<file path="src/rtl/ctlreg_pkg.sv">
package ctlreg_pkg;

  localparam int CRW = 32;

  typedef enum logic [2:0] {
    SEL_CR0  = 3'd0,
    SEL_CR3  = 3'd1,
    SEL_CR4  = 3'd2,
    SEL_EFER = 3'd3,
    SEL_XCR0 = 3'd4
  } reg_sel_e;

  // CR0 bit positions
  localparam int C0_PE = 0;
  localparam int C0_MP = 1;
  localparam int C0_TS = 3;
  localparam int C0_ET = 4;
  localparam int C0_WP = 16;
  localparam int C0_PG = 31;

  // CR4 bit positions
  localparam int C4_PSE     = 4;
  localparam int C4_PAE     = 5;
  localparam int C4_PGE     = 7;
  localparam int C4_OSFXSR  = 9;
  localparam int C4_UMIP    = 11;
  localparam int C4_LA57    = 12;
  localparam int C4_OSXSAVE = 18;
  localparam int C4_SMEP    = 20;
  localparam int C4_SMAP    = 21;
  localparam int C4_PKE     = 22;
  localparam int C4_PKS     = 24;
  localparam int C4_LAMSUP  = 28;

  // EFER and XCR0 bit positions
  localparam int EF_LME  = 8;
  localparam int EF_LMA  = 10;
  localparam int EF_SVME = 12;
  localparam int XC_SSE  = 1;
  localparam int XC_YMM  = 2;

  // Feature gating: feat_en[k] gates CR4 bit CR4_GATE_POS[k]
  localparam int FEAT_N = 6;
  localparam int unsigned CR4_GATE_POS [FEAT_N] =
    '{C4_OSFXSR, C4_SMAP, C4_UMIP, C4_PKE, C4_PKS, C4_LAMSUP};

  localparam logic [CRW-1:0] C0_ET_BIT = CRW'(1) << C0_ET;
  localparam logic [CRW-1:0] C0_FLUSH_MASK =
    (CRW'(1) << C0_PG) | (CRW'(1) << C0_WP) | (CRW'(1) << C0_PE);
  localparam logic [CRW-1:0] C4_FLUSH_MASK =
    (CRW'(1) << C4_PSE) | (CRW'(1) << C4_PAE) | (CRW'(1) << C4_PGE) |
    (CRW'(1) << C4_LA57) | (CRW'(1) << C4_SMEP) | (CRW'(1) << C4_SMAP);

  // Hidden flag word layout
  localparam int HF_PE     = 0;
  localparam int HF_ADDSEG = 1;
  localparam int HF_FPU_LO = 2;
  localparam int HF_FPU_HI = 4;
  localparam int HF_LMA    = 5;
  localparam int HF_CS64   = 6;
  localparam int HF_OSFXSR = 7;
  localparam int HF_SMAP   = 8;
  localparam int HF_UMIP   = 9;
  localparam int HF_AVX    = 10;
  localparam int HF_SVME   = 11;
  localparam int HF_W      = 12;

  localparam logic [HF_W-1:0] HF_RESET = HF_W'(1) << HF_ADDSEG;

endpackage

</file>
<file path="src/rtl/ctlreg_cr0_path.sv">
module ctlreg_cr0_path
  import ctlreg_pkg::*;
(
  input  logic           en,
  input  logic [CRW-1:0] cur,
  input  logic [CRW-1:0] new_val,
  input  logic           lme,
  input  logic           lma,
  input  logic           pae,
  output logic [CRW-1:0] nxt,
  output logic           lma_set,
  output logic           lma_clr,
  output logic           flush,
  output logic           ip_trunc
);

  logic pg_up, pg_down, enter, drop, accept;

  always_comb begin
    pg_up    = !cur[C0_PG] && new_val[C0_PG];
    pg_down  = cur[C0_PG] && !new_val[C0_PG];
    enter    = en && pg_up && lme;
    drop     = enter && !pae;
    accept   = en && !drop;
    lma_set  = enter && pae;
    lma_clr  = en && pg_down && lma;
    ip_trunc = lma_clr;
    flush    = accept && (((new_val ^ cur) & C0_FLUSH_MASK) != '0);
    nxt      = accept ? (new_val | C0_ET_BIT) : cur;
  end

endmodule

</file>
<file path="src/rtl/ctlreg_cr4_filter.sv">
module ctlreg_cr4_filter
  import ctlreg_pkg::*;
(
  input  logic              en,
  input  logic [CRW-1:0]    cur,
  input  logic [CRW-1:0]    new_val,
  input  logic [FEAT_N-1:0] feat_en,
  output logic [CRW-1:0]    nxt,
  output logic              flush
);

  logic [FEAT_N-1:0][CRW-1:0] clr_vec;
  logic [CRW-1:0]             clr_mask;
  logic [CRW-1:0]             gated;

  for (genvar k = 0; k < FEAT_N; k++) begin : g_gate
    assign clr_vec[k] = feat_en[k] ? '0 : (CRW'(1) << CR4_GATE_POS[k]);
  end

  always_comb begin
    clr_mask = '0;
    for (int k = 0; k < FEAT_N; k++) clr_mask = clr_mask | clr_vec[k];
    gated = new_val & ~clr_mask;
    nxt   = en ? gated : cur;
    flush = en && (((gated ^ cur) & C4_FLUSH_MASK) != '0);
  end

endmodule

</file>
<file path="src/rtl/ctlreg_hflag_pack.sv">
module ctlreg_hflag_pack
  import ctlreg_pkg::*;
(
  input  logic            pe,
  input  logic [2:0]      fpu_bits,
  input  logic            lma,
  input  logic            cs64,
  input  logic            osfxsr,
  input  logic            smap,
  input  logic            umip,
  input  logic            osxsave,
  input  logic [1:0]      xsave_en,
  input  logic            svme,
  output logic [HF_W-1:0] hf
);

  always_comb begin
    hf                       = '0;
    hf[HF_PE]                = pe;
    hf[HF_ADDSEG]            = !pe;
    hf[HF_FPU_HI:HF_FPU_LO]  = fpu_bits;
    hf[HF_LMA]               = lma;
    hf[HF_CS64]              = cs64;
    hf[HF_OSFXSR]            = osfxsr;
    hf[HF_SMAP]              = smap;
    hf[HF_UMIP]              = umip;
    hf[HF_AVX]               = osxsave && (xsave_en == 2'b11);
    hf[HF_SVME]              = svme;
  end

endmodule

</file>
<file path="src/rtl/ctlreg_update_unit.sv">
module ctlreg_update_unit
  import ctlreg_pkg::*;
#(
  parameter int XLEN = 64
) (
  input  logic              clk,
  input  logic              rst,
  input  logic              wr_valid,
  input  logic [2:0]        wr_sel,
  input  logic [XLEN-1:0]   wr_data,
  input  logic [FEAT_N-1:0] feat_en,
  input  logic              cs_ld,
  input  logic              cs_long,
  output logic [CRW-1:0]    cr0_o,
  output logic [XLEN-1:0]   cr3_o,
  output logic [CRW-1:0]    cr4_o,
  output logic [XLEN-1:0]   efer_o,
  output logic [XLEN-1:0]   xcr0_o,
  output logic [HF_W-1:0]   hflags_o,
  output logic              flush_req,
  output logic              ip_trunc
);

  logic [CRW-1:0]  cr0_q, cr4_q, cr0_n, cr4_n;
  logic [XLEN-1:0] cr3_q, efer_q, xcr0_q, cr3_n, efer_n, xcr0_n;
  logic [HF_W-1:0] hf_q, hf_n;
  logic            flush_q, trunc_q;

  logic wr_cr0, wr_cr3, wr_cr4, wr_efer, wr_xcr0;
  logic c0_lma_set, c0_lma_clr, c0_flush, c0_trunc, c4_flush;
  logic cs64_n;

  always_comb begin
    wr_cr0  = wr_valid && (wr_sel == SEL_CR0);
    wr_cr3  = wr_valid && (wr_sel == SEL_CR3);
    wr_cr4  = wr_valid && (wr_sel == SEL_CR4);
    wr_efer = wr_valid && (wr_sel == SEL_EFER);
    wr_xcr0 = wr_valid && (wr_sel == SEL_XCR0);
  end

  ctlreg_cr0_path u_cr0 (
    .en       (wr_cr0),
    .cur      (cr0_q),
    .new_val  (wr_data[CRW-1:0]),
    .lme      (efer_q[EF_LME]),
    .lma      (efer_q[EF_LMA]),
    .pae      (cr4_q[C4_PAE]),
    .nxt      (cr0_n),
    .lma_set  (c0_lma_set),
    .lma_clr  (c0_lma_clr),
    .flush    (c0_flush),
    .ip_trunc (c0_trunc)
  );

  ctlreg_cr4_filter u_cr4 (
    .en      (wr_cr4),
    .cur     (cr4_q),
    .new_val (wr_data[CRW-1:0]),
    .feat_en (feat_en),
    .nxt     (cr4_n),
    .flush   (c4_flush)
  );

  always_comb begin
    cr3_n  = wr_cr3 ? wr_data : cr3_q;
    xcr0_n = wr_xcr0 ? wr_data : xcr0_q;
    efer_n = efer_q;
    if (wr_efer)         efer_n = wr_data;
    else if (c0_lma_set) efer_n[EF_LMA] = 1'b1;
    else if (c0_lma_clr) efer_n[EF_LMA] = 1'b0;
    if (c0_lma_clr)      cs64_n = 1'b0;
    else if (cs_ld)      cs64_n = cs_long && efer_n[EF_LMA];
    else                 cs64_n = hf_q[HF_CS64];
  end

  ctlreg_hflag_pack u_pack (
    .pe       (cr0_n[C0_PE]),
    .fpu_bits (cr0_n[C0_TS:C0_MP]),
    .lma      (efer_n[EF_LMA]),
    .cs64     (cs64_n),
    .osfxsr   (cr4_n[C4_OSFXSR]),
    .smap     (cr4_n[C4_SMAP]),
    .umip     (cr4_n[C4_UMIP]),
    .osxsave  (cr4_n[C4_OSXSAVE]),
    .xsave_en (xcr0_n[XC_YMM:XC_SSE]),
    .svme     (efer_n[EF_SVME]),
    .hf       (hf_n)
  );

  always_ff @(posedge clk) begin
    if (rst) begin
      cr0_q   <= C0_ET_BIT;
      cr3_q   <= '0;
      cr4_q   <= '0;
      efer_q  <= '0;
      xcr0_q  <= '0;
      hf_q    <= HF_RESET;
      flush_q <= 1'b0;
      trunc_q <= 1'b0;
    end else begin
      cr0_q   <= cr0_n;
      cr3_q   <= cr3_n;
      cr4_q   <= cr4_n;
      efer_q  <= efer_n;
      xcr0_q  <= xcr0_n;
      hf_q    <= hf_n;
      flush_q <= c0_flush || c4_flush || (wr_cr3 && cr0_q[C0_PG]);
      trunc_q <= c0_trunc;
    end
  end

  assign cr0_o     = cr0_q;
  assign cr3_o     = cr3_q;
  assign cr4_o     = cr4_q;
  assign efer_o    = efer_q;
  assign xcr0_o    = xcr0_q;
  assign hflags_o  = hf_q;
  assign flush_req = flush_q;
  assign ip_trunc  = trunc_q;

  // Checks next to the state they guard
  AST_ET_STUCK_ONE: assert property (@(posedge clk) disable iff (rst)
    cr0_q[C0_ET]);

  AST_CR0_QUIET_WRITE: assert property (@(posedge clk) disable iff (rst)
    (wr_cr0 && (((wr_data[CRW-1:0] ^ cr0_q) & C0_FLUSH_MASK) == '0)) |=> !flush_q);

  AST_FLUSH_NEEDS_WRITE: assert property (@(posedge clk) disable iff (rst)
    flush_q |-> $past(wr_valid));

  AST_LMA_ENTRY_PAE: assert property (@(posedge clk) disable iff (rst)
    ($rose(hf_q[HF_LMA]) && $past(wr_cr0)) |-> cr4_q[C4_PAE]);

  AST_TRUNC_EXIT_STATE: assert property (@(posedge clk) disable iff (rst)
    trunc_q |-> (!efer_q[EF_LMA] && !hf_q[HF_LMA] && !hf_q[HF_CS64] && !cr0_q[C0_PG]));

  AST_ADDSEG_REAL: assert property (@(posedge clk) disable iff (rst)
    !hf_q[HF_PE] |-> hf_q[HF_ADDSEG]);

  AST_CR3_NO_PAGING: assert property (@(posedge clk) disable iff (rst)
    (wr_cr3 && !cr0_q[C0_PG]) |=> !flush_q);

  AST_AVX_PRECOND: assert property (@(posedge clk) disable iff (rst)
    hf_q[HF_AVX] |-> (cr4_q[C4_OSXSAVE] && xcr0_q[XC_SSE] && xcr0_q[XC_YMM]));

  AST_LMA_MATCHES_EFER: assert property (@(posedge clk) disable iff (rst)
    hf_q[HF_LMA] == efer_q[EF_LMA]);

  for (genvar k = 0; k < FEAT_N; k++) begin : g_gate_chk
    AST_CR4_GATED: assert property (@(posedge clk) disable iff (rst)
      (wr_cr4 && !feat_en[k]) |=> !cr4_q[CR4_GATE_POS[k]]);
  end

endmodule

</file>
<file path="config.mk">
export PLATFORM = sky130hd
export DESIGN_NAME = ctlreg_update_unit
export DESIGN_NICKNAME = d
export VERILOG_FILES = /design/src/rtl/ctlreg_pkg.sv /design/src/rtl/ctlreg_cr0_path.sv /design/src/rtl/ctlreg_cr4_filter.sv /design/src/rtl/ctlreg_hflag_pack.sv /design/src/rtl/ctlreg_update_unit.sv
export SDC_FILE = /design/constraint.sdc
export NUM_CORES = 1
export LEC_CHECK = 0
export CAP_MARGIN = 20
export CORE_ASPECT_RATIO = 2
export CORE_MARGIN = 4
export CORE_UTILIZATION = 44
export CTS_CLUSTER_SIZE = 10
export DETAILED_ROUTE_END_ITERATION = 10
export PLACE_DENSITY = 0.8
export SLEW_MARGIN = 25
export SYNTH_ARGS = -nofsm -noshare
export SYNTH_HDL_FRONTEND = slang
export SYNTH_SLANG_ARGS = --single-unit
</file>
<file path="constraint.sdc">
create_clock -name clk -period 1.9 [get_ports clk]
set_clock_uncertainty 0.1 [all_clocks]
set_input_delay 0.38 -clock clk [delete_from_list [all_inputs] [get_ports clk]]
set_output_delay 0.38 -clock clk [all_outputs]
set_load 0.005 [all_outputs]
</file>
---- Yosys cells after proc, flatten, opt, wreduce, memory -nomap -nowiden ----
Cells that the tools add are included.
operators by class
  equal/unequal tests ..................... 5
  bitwise gates (word level) .............. 9
  reduce and logical (&&, ||, !) cells .... 30
  muxes and demuxes ....................... 13
operators by type and width
  operator                                              count
  OR 32 bit                                             5
  nonzero test 32 bit                                   2
  two-way mux 22 bit                                    2
  AND 32 bit                                            1
  inverter 32 bit                                       1
  XOR 32 bit                                            1
  two-way mux 29 bit                                    1
  two-way mux 25 bit                                    1
  two-way mux 23 bit                                    1
  XOR 22 bit                                            1
  logical AND 1 bit                                     19
  two-way mux 12 bit                                    1
  two-way mux 10 bit                                    1
  equality test 3 x 2 -> 1 bit (second input constant)  2
  zero test 1 bit                                       5
  two-way mux 4 bit                                     1
  equality test 3 x 1 -> 1 bit (second input constant)  1
  equality test 3 bit (second input constant)           1
  zero test 3 bit                                       1
  two-way mux 1 bit                                     3
  two-way mux 3 bit                                     1
  equality test 2 bit (second input constant)           1
  logical OR 1 bit                                      2
  two-way mux 2 bit                                     1
  OR reduction 2 bit                                    1
storage, ports and cells
  output and inout port bits .............. 270
  flip-flop bits (word level) ............. 269
  input port bits ......................... 78

---- Depth between registers and ports, before layout ----
  word-level depth ........................ 13
  depth in mapped cells ................... 7
  mapped depth without buffers ............ 6

---- By module ----
A second synthesis with hierarchy kept.
unflattened totals
  cells, all modules ...................... 1126
  area, all modules ....................... 9942.0 µm²
modules (own cells, without submodules)
  module              cells each  area each (µm²)  sequential area each (µm²)  times used
  ctlreg_update_unit  1009        8898.5           5405.2                      1
  ctlreg_cr0_path     48          485.5            0.0                         1
  ctlreg_cr4_filter   57          473.0            0.0                         1
  ctlreg_hflag_pack   12          85.1             0.0                         1

---- Worst setup path before layout ----
No wires, ideal clock.
  path kind ............................... in2reg
  from .................................... input wr_sel[0]
  to ...................................... register hf_q[1] (netlist: hflags_o[1])
  data required time ...................... 1680 ps
  data arrival time ....................... 1400 ps
  path slack .............................. 280 ps
  buffers on the path ..................... 1
  cell stages on the path ................. 5
  cell sequence ........................... buf_2 -> nor4b_4 -> o21ai_1 -> mux2i_1 -> or2_1
on the way
  longest elaborated chain between the ends .. 9
RTL lines
  item                            line                       RTL
  start, declared                 ctlreg_update_unit.sv:9    input logic [2:0] wr_sel,
  zero test 3 bit (*)             ctlreg_update_unit.sv:34   wr_cr0 = wr_valid && (wr_sel == SEL_CR0);
  logical AND 1 bit (*)           ctlreg_update_unit.sv:34
  logical AND 1 bit (2 in a row)  ctlreg_cr0_path.sv:22      enter = en && pg_up && lme;
  logical AND 1 bit               ctlreg_cr0_path.sv:23      drop = enter && !pae;
  zero test 1 bit                 ctlreg_cr0_path.sv:24      accept = en && !drop;
  logical AND 1 bit (*)           ctlreg_cr0_path.sv:24
  two-way mux 4 bit (*)           ctlreg_cr0_path.sv:29      nxt = accept ? (new_val | C0_ET_BIT) : cur;
  zero test 1 bit (*)             ctlreg_hflag_pack.sv:20    hf[HF_ADDSEG] = !pe;
  end signal, assigned            ctlreg_update_unit.sv:106  hf_q <= hf_n;
  end, declared                   ctlreg_update_unit.sv:26   logic [HF_W-1:0] hf_q, hf_n;
Every way passes the cells marked *; elsewhere a longest branch is shown, timed or not.
A chain may end at the register's enable or synchronous reset.

---- Worst setup path after layout ----
  from .................................... register xcr0_q[59] (netlist: xcr0_o[59])
  to ...................................... output xcr0_o[59]
RTL lines
  item                    line                       RTL
  start, declared         ctlreg_update_unit.sv:25   logic [XLEN-1:0] cr3_q, efer_q, xcr0_q, cr3_n, efer_n, xcr0_n;
  start signal, assigned  ctlreg_update_unit.sv:105  xcr0_q <= xcr0_n;
  end, declared           ctlreg_update_unit.sv:18   output logic [XLEN-1:0] xcr0_o,
No word-level cell between the ends.

==> results.toml <==
[yosys]
avgSynthCellArea_um2 = 7.92
yosysSeqAreaShare = 0.562
synth_flop_cell = "dfxtp_1"
async_flop_share = 0
synth_enable_flop_cells = 0
synthesis.nets = 1248
netlist_instances = 1168
synth_area_um2 = 9260
ys_types = 31
yosysWarnings = 0
synth-seq-cells = 260

[setup_path]
cp.depth = 1
max_stage_delay_ns = 0.54
worstSetupPathType = "reg2out"
worst-path-max-fanout = 2
end_kind = "output port"
cp_slowest_cell = "clkdlybuf4s50_1"
cp_data_required_time_ns = 1.42
cp_top_family = "buffers and inverters"
worst-path-buf-inv = 1
critPathLaunchType = "flop"
r2r_cells = 7
worst_ep_arrival_time_ns = 1.40
cp_cell_sequence = "clkdlybuf4s50_1"

[sta]
setup_viol = 0
fin_ws_ns = 0.0176
final_hold_viol_count = 0
fin_crit_sh = 0.991
period_needed_ns = 1.88
drv_slew = 0
finalSetupTns_ns = 0
fmax_mhz = 531

[cells_and_area]
stdcell_area_um2 = 14100
instances_no_fill = 1766
synthToLayoutAreaGrowth_pct = 51.9
layout-drive-gt1-share = 0.0747
utilization = 0.684
nNetsFinal = 1581

[global_route]
grt_use_total = 0.270
overflow = 0
grt_max_degree = 52
grt_antenna_before_repair = 1
grt_pass1_vias = 8980
grt_pass1_wl_um = 50400

[clocking]
postCtsHoldBufs = 0
clockBufferDepth = 3
cts_max_level = 1
cts_tree = "done"
clk_pin_slew_ns = 0.05
cts.sink_count = 260
numCtsBuffers = 29
insertion_delay_ns = 0.54
root_buffer = "clkbuf_16"

[routing]
drt_iter0_markers = 623
wl_per_cell_um = 19.2
wl_um = 33900
viasPerCell = 5.22
vias = 9225
ant_nets = 0
dr.pass1.iters = 5
drc_errors = 0

[floorplanning]
coreArea_um2 = 20600
die_w_um = 111
rows = 74
ios = 348
start_util = 0.450
dieHeight_um = 213
die_area_um2 = 23600

[power_and_ir_drop]
p_leak_uw = 0.00648
swShare = 0.226
power_frac_seq = 0.501
clkPwrFrac = 0.412
p_int_uw = 8700
peakVddDrop_mv = 0.658
power.density_nw_per_um2 = 800
combPwrFrac = 0.087
p_switching_uw = 2540

[place]
place_inst = 1734
dp_hpwl_um = 24300
port_buffers = 346
pre_cts_slack_ns = -0.321
placed_area_um2 = 13200
gp_congestion = 0.851

[run]
cap_violations = 0

[hold_path]
min_path_type = "in2reg"
hold_depth = 2

[run_status]
status = "completed"
==> logic make-up after synthesis <==
logic type / count (synthesis) / synth area share
multiplexers: 1 / 0.00108
XOR/XNOR: 8 / 0.00757
AND/OR/NAND/NOR: 532 / 0.224
other: 1 / 0.000405
adder cells (fa/ha/maj): 2 / 0.00270
flip-flops: 260 / 0.562
AO/OA/AOI/OAI: 263 / 0.145
buffers and inverters: 101 / 0.0568
==> per-stage QoR <==
step                      power [uW]  hold slack, ns
after floorplan                 6070           0.348
after global placement          6740           0.341
after detailed placement        6750           0.345
after CTS                      11300           0.204
after global routing           11600           0.246
final                          11200           0.217
==> flip-flops by register name, indices dropped and copies added (netlist names) <==
register / flops
ip_trunc: 1
xcr0_o: 64
cr4_o: 31
hflags_o: 5
cr3_o: 64
cr0_o: 30
flush_req: 1
efer_o: 64
==> cell usage after synthesis (2+ instances only) <==
cell type  count  area share
nor2b_1        2      0.0014
clkbuf_1      34       0.014
a21oi_1      256        0.14
inv_1          3      0.0012
nand3_1       14      0.0076
buf_6          3      0.0036
buf_2         42       0.023
buf_4         19       0.015
xor2_1         2      0.0019
dfxtp_1      260        0.56
ha_1           2      0.0027
o21ai_1        2      0.0011
nor2_1         4      0.0016
nand2_1      503        0.20
xnor2_1        6      0.0057
==> cell usage in the layout (no fill, tap or decap), types with 2 or more instances in the layout <==
cell type        count
a21oi_1            256
buf_12              16
buf_4               38
clkbuf_16           29
clkdlybuf4s50_1    202
dfxtp_1            242
dfxtp_2             16
dfxtp_4              2
dlygate4sd2_1       66
dlymetal6s2s_1      77
ha_1                 2
inv_1                3
nand2_1            503
nand3_1             12
nand3_2              2
nor2_1               4
nor2b_1              2
xnor2_1              6
xor2_1               2
==> final timing paths <==
path,start,to,slack [ns]
setup / recovery,xcr0_o[59],xcr0_o[59],0.02
hold / removal,rst,efer_o[58],0.22
setup reg to reg,cr0_o[31],flush_req,0.30
hold reg to reg,xcr0_o[58],xcr0_o[58],0.35
==> power groups by stage <==
stage,registers (uW),clock network (uW),logic [uW]
after floorplan,5750,0,320
after global placement,5740,0,994
after detailed placement,5750,0,1000
after CTS,5630,4700,993
after global routing,5640,4920,1050
final,5630,4630,981
==> routing by layer <==
layer,wire length [um],vias to the layer above,GRT usage
met1,11600,4336,0.276
met5,0,-,0
met4,2440,0,0.174
met3,1870,117,0.0485
met2,18000,379,0.503
li1,-,4393,-
==> layout make-up <==
type / instances / area (um^2)
fillers: 1722 / 6500
flip-flops and latches: 260 / 5230
multi-input cells: 807 / 3570
clock buffers: 29 / 726
inverters: 3 / 11.3
repair buffers: 400 / 4180
well taps: 266 / 333
diodes: 1 / 2.50
==> repair_timing <==
item                       in CTS  in global routing
setup buffers                   2                  0
setup endpoints to repair      81                 81
resized for setup              82                 81
No activity file was read; power rests on OpenSTA's default activity.
